File: src/rtl/tmatch_pkg.sv
package tmatch_pkg;

   // lowest key bit covered by slice k
   function automatic int seg_lo(input int k, input int w0, input int wr);
      return (k == 0) ? 0 : w0 + (k - 1) * wr;
   endfunction

   // width of slice k
   function automatic int seg_w(input int k, input int w0, input int wr);
      return (k == 0) ? w0 : wr;
   endfunction

endpackage

File: src/rtl/tmatch_table.sv
module tmatch_table #(
   parameter int WORDS = 16,
   parameter int KEY_W = 20,
   localparam int IW = $clog2(WORDS)
) (
   input  logic               clk,
   input  logic               rst_n,
   input  logic               we,
   input  logic [IW-1:0]      addr,
   input  logic               live_in,
   input  logic [KEY_W-1:0]   val_in,
   input  logic [KEY_W-1:0]   care_in,
   output logic [WORDS-1:0]   live,
   output logic [WORDS*KEY_W-1:0] val_flat,
   output logic [WORDS*KEY_W-1:0] care_flat
);

   always_ff @(posedge clk or negedge rst_n) begin
      if (!rst_n) begin
         live      <= '0;
         val_flat  <= '0;
         care_flat <= '0;
      end else if (we) begin
         live[addr]                     <= live_in;
         // wildcard bits are stored with value 0
         val_flat[addr*KEY_W +: KEY_W]  <= val_in & care_in;
         care_flat[addr*KEY_W +: KEY_W] <= care_in;
      end
   end

   // table contents move only on an acknowledged write
   p_table_hold_r6: assert property (@(posedge clk) disable iff (!rst_n)
      !we |=> ($stable(live) && $stable(val_flat) && $stable(care_flat)));

endmodule

File: src/rtl/tmatch_stage.sv
module tmatch_stage #(
   parameter int WORDS      = 16,
   parameter int SW         = 2,
   parameter int GROUP_ROWS = 4,
   localparam int GROUPS = WORDS / GROUP_ROWS,
   localparam int CW     = $clog2(WORDS + 1),
   localparam int GW     = $clog2(GROUPS + 1)
) (
   input  logic                  clk,
   input  logic                  rst_n,
   input  logic                  act,
   input  logic [SW-1:0]         key,
   input  logic [WORDS-1:0]      surv_in,
   input  logic [WORDS*SW-1:0]   tab_val,
   input  logic [WORDS*SW-1:0]   tab_care,
   output logic [WORDS-1:0]      surv_out,
   output logic [CW-1:0]         n_eval,
   output logic [GW-1:0]         n_grp
);

   logic [GROUPS-1:0]         grp_en;
   logic [GROUPS-1:0][SW-1:0] lsl_q;
   logic [GROUPS-1:0][SW-1:0] lsl;

   for (genvar g = 0; g < GROUPS; g++) begin : g_grp
      assign grp_en[g] = act && (|surv_in[g*GROUP_ROWS +: GROUP_ROWS]);
      assign lsl[g]    = grp_en[g] ? key : lsl_q[g];
   end

   // local slice copies keep their old value when their group is idle
   always_ff @(posedge clk or negedge rst_n) begin
      if (!rst_n) begin
         lsl_q <= '0;
      end else begin
         for (int g = 0; g < GROUPS; g++) begin
            if (grp_en[g]) lsl_q[g] <= key;
         end
      end
   end

   for (genvar r = 0; r < WORDS; r++) begin : g_row
      localparam int G = r / GROUP_ROWS;
      logic row_ok;
      assign row_ok = &(~tab_care[r*SW +: SW] | ~(tab_val[r*SW +: SW] ^ lsl[G]));
      assign surv_out[r] = act && surv_in[r] && row_ok;
   end

   assign n_eval = act ? CW'($countones(surv_in)) : '0;
   assign n_grp  = GW'($countones(grp_en));

   // a group is refreshed exactly when some row is compared
   p_grp_iff_eval_r5: assert property (@(posedge clk) disable iff (!rst_n)
      act |-> ((n_grp == '0) == (n_eval == '0)));

endmodule

File: src/rtl/tmatch_prio.sv
module tmatch_prio #(
   parameter int WORDS = 16,
   localparam int IW = $clog2(WORDS)
) (
   input  logic [WORDS-1:0] vec,
   output logic             hit,
   output logic [IW-1:0]    idx
);

   always_comb begin
      idx = '0;
      for (int i = WORDS - 1; i >= 0; i--) begin
         if (vec[i]) idx = IW'(i);
      end
   end

   assign hit = |vec;

endmodule

File: src/rtl/tmatch_pipe.sv
module tmatch_pipe #(
   parameter int WORDS      = 16,
   parameter int KEY_W      = 20,
   parameter int SEG0_W     = 2,
   parameter int SEGS       = 4,
   parameter int GROUP_ROWS = 4
) (
   input  logic                                    clk,
   input  logic                                    rst_n,
   input  logic                                    srch_valid,
   input  logic [KEY_W-1:0]                        srch_key,
   output logic                                    srch_ready,
   input  logic                                    wr_en,
   input  logic [$clog2(WORDS)-1:0]                wr_addr,
   input  logic                                    wr_live,
   input  logic [KEY_W-1:0]                        wr_value,
   input  logic [KEY_W-1:0]                        wr_care,
   output logic                                    wr_ack,
   output logic                                    rsp_valid,
   output logic                                    rsp_hit,
   output logic [$clog2(WORDS)-1:0]                rsp_idx,
   output logic [WORDS-1:0]                        rsp_vec,
   output logic [$clog2(WORDS*SEGS+1)-1:0]         rsp_seg_evals,
   output logic [$clog2((WORDS/GROUP_ROWS)*SEGS+1)-1:0] rsp_grp_ens
);

   localparam int IW     = $clog2(WORDS);
   localparam int GROUPS = WORDS / GROUP_ROWS;
   localparam int REST_W = (KEY_W - SEG0_W) / (SEGS - 1);
   localparam int CW     = $clog2(WORDS + 1);
   localparam int GW     = $clog2(GROUPS + 1);
   localparam int EV_W   = $clog2(WORDS * SEGS + 1);
   localparam int GE_W   = $clog2(GROUPS * SEGS + 1);

   // elaboration checks
   if (SEGS < 2) begin : g_chk_segs
      $error("tmatch_pipe: SEGS must be at least 2");
   end
   if (WORDS < 2 || (WORDS % GROUP_ROWS) != 0) begin : g_chk_rows
      $error("tmatch_pipe: WORDS must be >= 2 and a multiple of GROUP_ROWS");
   end
   if (SEG0_W < 1 || SEG0_W >= KEY_W || ((KEY_W - SEG0_W) % (SEGS - 1)) != 0) begin : g_chk_key
      $error("tmatch_pipe: KEY_W - SEG0_W must split evenly over SEGS-1 slices");
   end

   logic [WORDS-1:0]       live;
   logic [WORDS*KEY_W-1:0] tab_val;
   logic [WORDS*KEY_W-1:0] tab_care;
   logic [SEGS-1:0]        act_v;
   logic                   busy;

   assign busy       = |act_v;
   assign srch_ready = !wr_en;
   assign wr_ack     = wr_en && !busy;

   tmatch_table #(.WORDS(WORDS), .KEY_W(KEY_W)) i_table (
      .clk      (clk),
      .rst_n    (rst_n),
      .we       (wr_ack),
      .addr     (wr_addr),
      .live_in  (wr_live),
      .val_in   (wr_value),
      .care_in  (wr_care),
      .live     (live),
      .val_flat (tab_val),
      .care_flat(tab_care)
   );

   for (genvar k = 0; k < SEGS; k++) begin : g_seg
      localparam int LO  = tmatch_pkg::seg_lo(k, SEG0_W, REST_W);
      localparam int SW  = tmatch_pkg::seg_w(k, SEG0_W, REST_W);
      localparam int REM = KEY_W - LO;

      logic                 act_q;
      logic [REM-1:0]       key_q;
      logic [WORDS-1:0]     surv_q;
      logic [WORDS-1:0]     surv_o;
      logic [EV_W-1:0]      ev_q;
      logic [GE_W-1:0]      ge_q;
      logic [CW-1:0]        n_ev;
      logic [GW-1:0]        n_ge;
      logic [WORDS*SW-1:0]  v_s;
      logic [WORDS*SW-1:0]  c_s;

      assign act_v[k] = act_q;

      for (genvar r = 0; r < WORDS; r++) begin : g_slice
         assign v_s[r*SW +: SW] = tab_val[r*KEY_W + LO +: SW];
         assign c_s[r*SW +: SW] = tab_care[r*KEY_W + LO +: SW];
      end

      if (k == 0) begin : g_in
         always_ff @(posedge clk or negedge rst_n) begin
            if (!rst_n) begin
               act_q  <= 1'b0;
               key_q  <= '0;
               surv_q <= '0;
            end else begin
               act_q  <= srch_valid && !wr_en;
               key_q  <= srch_key;
               surv_q <= live;
            end
         end
         assign ev_q = '0;
         assign ge_q = '0;
      end else begin : g_mid
         localparam int PLO = tmatch_pkg::seg_lo(k - 1, SEG0_W, REST_W);
         localparam int PSW = tmatch_pkg::seg_w(k - 1, SEG0_W, REST_W);
         always_ff @(posedge clk or negedge rst_n) begin
            if (!rst_n) begin
               act_q  <= 1'b0;
               key_q  <= '0;
               surv_q <= '0;
               ev_q   <= '0;
               ge_q   <= '0;
            end else begin
               act_q  <= g_seg[k-1].act_q;
               key_q  <= g_seg[k-1].key_q[KEY_W-PLO-1:PSW];
               surv_q <= g_seg[k-1].surv_o;
               ev_q   <= g_seg[k-1].ev_q + EV_W'(g_seg[k-1].n_ev);
               ge_q   <= g_seg[k-1].ge_q + GE_W'(g_seg[k-1].n_ge);
            end
         end
      end

      tmatch_stage #(.WORDS(WORDS), .SW(SW), .GROUP_ROWS(GROUP_ROWS)) i_stage (
         .clk     (clk),
         .rst_n   (rst_n),
         .act     (act_q),
         .key     (key_q[SW-1:0]),
         .surv_in (surv_q),
         .tab_val (v_s),
         .tab_care(c_s),
         .surv_out(surv_o),
         .n_eval  (n_ev),
         .n_grp   (n_ge)
      );
   end

   logic          f_hit;
   logic [IW-1:0] f_idx;

   tmatch_prio #(.WORDS(WORDS)) i_prio (
      .vec(g_seg[SEGS-1].surv_o),
      .hit(f_hit),
      .idx(f_idx)
   );

   always_ff @(posedge clk or negedge rst_n) begin
      if (!rst_n) begin
         rsp_valid     <= 1'b0;
         rsp_hit       <= 1'b0;
         rsp_idx       <= '0;
         rsp_vec       <= '0;
         rsp_seg_evals <= '0;
         rsp_grp_ens   <= '0;
      end else begin
         rsp_valid <= g_seg[SEGS-1].act_q;
         if (g_seg[SEGS-1].act_q) begin
            rsp_hit       <= f_hit;
            rsp_idx       <= f_idx;
            rsp_vec       <= g_seg[SEGS-1].surv_o;
            rsp_seg_evals <= g_seg[SEGS-1].ev_q + EV_W'(g_seg[SEGS-1].n_ev);
            rsp_grp_ens   <= g_seg[SEGS-1].ge_q + GE_W'(g_seg[SEGS-1].n_ge);
         end
      end
   end

   // reported row is a matching row
   p_idx_matches_r3: assert property (@(posedge clk) disable iff (!rst_n)
      (rsp_valid && rsp_hit) |-> rsp_vec[rsp_idx]);

   // no matching row below the reported one
   p_idx_lowest_r3: assert property (@(posedge clk) disable iff (!rst_n)
      (rsp_valid && rsp_hit) |-> ((rsp_vec & ((WORDS'(1) << rsp_idx) - WORDS'(1))) == '0));

   // a miss carries an empty vector
   p_miss_empty_r3: assert property (@(posedge clk) disable iff (!rst_n)
      (rsp_valid && !rsp_hit) |-> (rsp_vec == '0));

   // each refreshed group accounts for at least one comparison
   p_grp_le_eval_r5: assert property (@(posedge clk) disable iff (!rst_n)
      rsp_valid |-> (EV_W'(rsp_grp_ens) <= rsp_seg_evals));

   // an update only happens with an empty pipeline
   p_write_idle_r6: assert property (@(posedge clk) disable iff (!rst_n)
      wr_ack |=> !rsp_valid);

endmodule

File: config.mk
export PLATFORM = sky130hd
export DESIGN_NAME = tmatch_pipe
export DESIGN_NICKNAME = d
export VERILOG_FILES = /design/src/rtl/tmatch_pkg.sv /design/src/rtl/tmatch_table.sv /design/src/rtl/tmatch_stage.sv /design/src/rtl/tmatch_prio.sv /design/src/rtl/tmatch_pipe.sv
export SDC_FILE = /design/constraint.sdc
export NUM_CORES = 2
export LEC_CHECK = 0
export ABC_AREA = 1
export BUFFER_PORTS_ARGS = -buffer_cell sky130_fd_sc_hd__buf_4
export CORE_ASPECT_RATIO = 1.5
export CORE_MARGIN = 4
export CORE_UTILIZATION = 30
export DETAILED_ROUTE_END_ITERATION = 8
export PLACE_DENSITY = 0.44
export SETUP_SLACK_MARGIN = 0.3
export SYNTH_ARGS = -nofsm -noshare
export SYNTH_HDL_FRONTEND = slang
export SYNTH_SLANG_ARGS = --single-unit
File: constraint.sdc
create_clock -name clk -period 6 [get_ports clk]
set_input_delay 1.8 -clock clk [delete_from_list [all_inputs] [get_ports clk]]
set_output_delay 1.8 -clock clk [all_outputs]
set_load 0.01 [all_outputs]
==> results_dict.tcl <==
set metrics [dict create \
    io_pins 105 \
    core_mm2 0.158 \
    dpl.cell_count 8030 \
    hold_viol 0 \
    async_flop_share_pct 100 \
    rsz0062_at_grt "no" \
    peakVddDrop_uv 255 \
    period_share_pct 90.4 \
    hp-class "flip-flop to flip-flop" \
    syn_inst 5747 \
    globalplace.congestion 1.01 \
    finalMaxSlewViolations 3 \
    drt-initial-drc-count 3923 \
    port_buffers 104 \
    fin_crit_ns 5.42 \
    setup_viol 0 \
    dpl_worst_slack_ns -0.00947 \
    drt_wl_total_mm 240 \
    synth.area.mux_share_pct 2.34 \
    p_per_area_mw_per_mm2 374 \
    core.rowCount 179 \
    syn_area_mm2 0.0477 \
    utilization_pct 35.3 \
    cts_max_path_buffers 3 \
    viasPerCell 5.16 \
    antenna_found_initial 22 \
    slew_headroom_pct -1.95 \
    synth_top_family_by_area "simple AND/OR/NAND/NOR gates" \
    synth_compound_area_share_pct 15.0 \
    multi_input_area_mm2 0.0211 \
    numCtsBuffers 96 \
    worstMarginPinSlew_ns 1.51 \
    initial_core_util_pct 30.1 \
    failed_checks "capacitance limit, slew limit" \
    whs_ns 0.345 \
    dr.pass1.iters 9 \
    cts.clk_slew.worst_paths_ns 0.07 \
    yosysSeqAreaShare_pct 48.5 \
    crit_arrival_ns 6.01 \
    place_area_mm2 0.0527 \
    yosys_most_used_dff "dfrtp_1" \
    ant_nets 0 \
    end_kind "flip-flop" \
    htree_num_levels 3 \
    avgSynthCellArea_um2 8.30 \
    vias 42500 \
    skew_ns 0.0418 \
    leakagePower_nw 26.6 \
    fin_ws_ns 0.576 \
    synth_adder_area_share_pct 5.69 \
    cts_tree "done" \
    synth_edf_count 0 \
    yosys_warnings 0 \
    nets 6300 \
    cts_root_buffer "clkbuf_16" \
    path_class "flip-flop to flip-flop" \
    crit_required_ns 6.59 \
    syn_nets 6000 \
    place_hpwl_mm 192 \
    maxCapViolations 1 \
    synth_top_area_cell "dfrtp_1" \
    synth.distinct_cells 71 \
    ys_top_cells_by_area "dfrtp_1, nand2_1, o21ai_0" \
    yosysTopAreaCellShare_pct 48.5 \
    finalNonFillerCells 8227 \
    fillers 16700 \
    cts.sinks 924 \
    grt.total_usage_pct 28.7 \
    dieArea_mm2 0.166 \
    post_cts_buffers 0 \
    drive_gt1_share_pct 14.0 \
    seqCellArea_mm2 0.0231 \
    synth-simple-area-share_pct 20.7 \
    wl_per_cell_um 29.2 \
    status "finished with violations" \
    synth-seq-cells 924 \
    area_growth_pct 17.3 \
    max_freq_mhz 184 \
    grt_max_degree 156 \
    stdcell_area_mm2 0.0559 \
    drc 0 \
    grt_pass1_wl_mm 332 \
    synth-xor-area-share_pct 0.349 \
    critPathLaunchType "flip-flop" \
    grt.overflow.total 0 \
    clock_latency_ns 0.74 \
    path_max_fanout 3 \
    die_w_um 334 \
    die_h_um 496 \
    grt_pass1_vias 41900 \
]
## cells by family (layout without fill, tap and decap cells)
kind of cell / count (synthesis) / after routing
DFF: 924 / 924
buffers and inverters: 901 / 1273
AOI/OAI and AO/OA: 1309 / 1309
adders and majority gates: 184 / 184
xor gates and xnor gates: 19 / 19
muxes: 103 / 103
and+or+nand+nor: 2307 / 2307
other: 0 / 27
## layout make-up
type                            count  area share, %
Clock inverter                     36          0.718
Tap cell                         2081           4.65
Multi-Input combinational cell   3922           37.7
Timing Repair Buffer              399           5.81
Clock buffer                      134           4.97
Inverter                          704           4.73
Antenna cell                       27          0.121
Sequential cell                   924           41.3
## state kept, by name, indices dropped and copies added (netlist names), 5 cells and up
name,flops
i_table.val_flat,320
i_table.care_flat,320
g_seg.key_q,56
rsp_vec,16
g_seg.surv_q,64
g_seg.ev_q,18
g_seg.i_stage.lsl_q,80
rsp_seg_evals,7
g_seg.ge_q,12
rsp_grp_ens,5
i_table.live,16
## per-layer routing
layer | up-vias | wire, µm | GRT usage, %
met4 | 4 | 26400 | 25.8
met1 | 20900 | 88800 | 32.3
met5 | - | 27 | 0
li1 | 19500 | - | -
met2 | 1584 | 113000 | 47.8
met3 | 548 | 11800 | 3.52
## worst max-delay path, stage by stage (launching register included)
cell and delay [ns]:
dfrtp_1 0.63, inv_1 0.09, ha_1 0.33, fa_1 0.79, fa_1 0.51, fa_1 0.42, fa_1 0.47, ha_1 0.23
fa_1 0.55, nand2_1 0.10, inv_1 0.04, ha_1 0.30, inv_1 0.06, nor2_1 0.14, nor2_1 0.06, nor2_1 0.12
o21ai_0 0.11, nand2_1 0.08, xor2_1 0.15, o21ai_0 0.09
## cells in the mapped netlist, types with 10 or more instances
master and n:
nand2_1 1321, dfrtp_1 924, o21ai_0 662, inv_1 624, nor2_1 454, a21oi_1 276
nand3_1 230, ha_1 129, o21ai_1 108, or2_2 101, clkbuf_1 80, buf_2 78
mux2_2 65, o22ai_1 58, fa_1 55, nor4_1 53, a31oi_1 51, inv_2 42
clkinv_1 37, mux2i_1 36, nor3_1 36, buf_1 29, nand4_1 27, a22oi_1 21
nor2_2 20, nor2_4 20, o211ai_1 20, o21a_1 19, nand2_2 13, o31ai_1 13
o2111ai_1 11, xor2_1 11, a21boi_0 10, o21ai_2 10
## metrics by stage
stage          power, W  setup TNS (ns)
3_5_place_dp     0.0147        -0.00947
2_1_floorplan    0.0113               0
3_3_place_gp     0.0146               0
5_1_grt          0.0219               0
4_1_cts          0.0210               0
6_report         0.0209               0
## power by group
group          internal [W]  leakage, nW  switching, W
registers           0.00740         12.1      0.000695
logic               0.00192         13.0       0.00460
clock network       0.00353         1.56       0.00276
## timing repair
action / 4_1_cts / 5_1_grt
setup endpoints to repair: 0 / 1
hold buffers: 0 / 0
gates resized for setup: 0 / 1
## layout by cell type (no fill, tap or decap), types with 13 or more instances in the layout
cell and instances:
a22oi_1 21, o22ai_1 58, buf_12 20, o21ai_1 110, nand4_1 27, nor4_1 51
clkinv_2 19, nor3_1 36, mux2i_1 36, diode_2 27, o21ai_0 659, ha_1 128
clkbuf_1 18, nand2_1 1319, nor2_4 20, nor2_2 20, dfrtp_1 921, nand3_1 230
inv_1 623, nor2_1 454, inv_2 45, a31oi_1 51, nand2_2 15, o21a_1 19
mux2_2 65, clkbuf_16 99, fa_1 55, buf_4 378, clkinv_1 35, o31ai_1 13
a21oi_1 276, or2_2 101, clkbuf_8 17, o211ai_1 20
## final timing paths
| kind | startpoint | to | slack [ns] | cells after the start |
|---|---|---|---|---|
| max | g_seg[3].surv_q[3] | rsp_seg_evals[5] | 0.58 | 19 |
| min | g_seg[1].key_q[8] | g_seg[2].key_q[2] | 0.34 | 0 |
| max reg2reg | g_seg[3].surv_q[3] | rsp_seg_evals[5] | 0.58 | 19 |
| min reg2reg | g_seg[1].key_q[8] | g_seg[2].key_q[2] | 0.34 | 0 |
| max in group asynchronous | rst_n | i_table.val_flat[105] | 3.51 | 2 |
| min in group asynchronous | rst_n | rsp_idx[0] | 1.06 | 1 |
(Power assumes the default switching activity.)
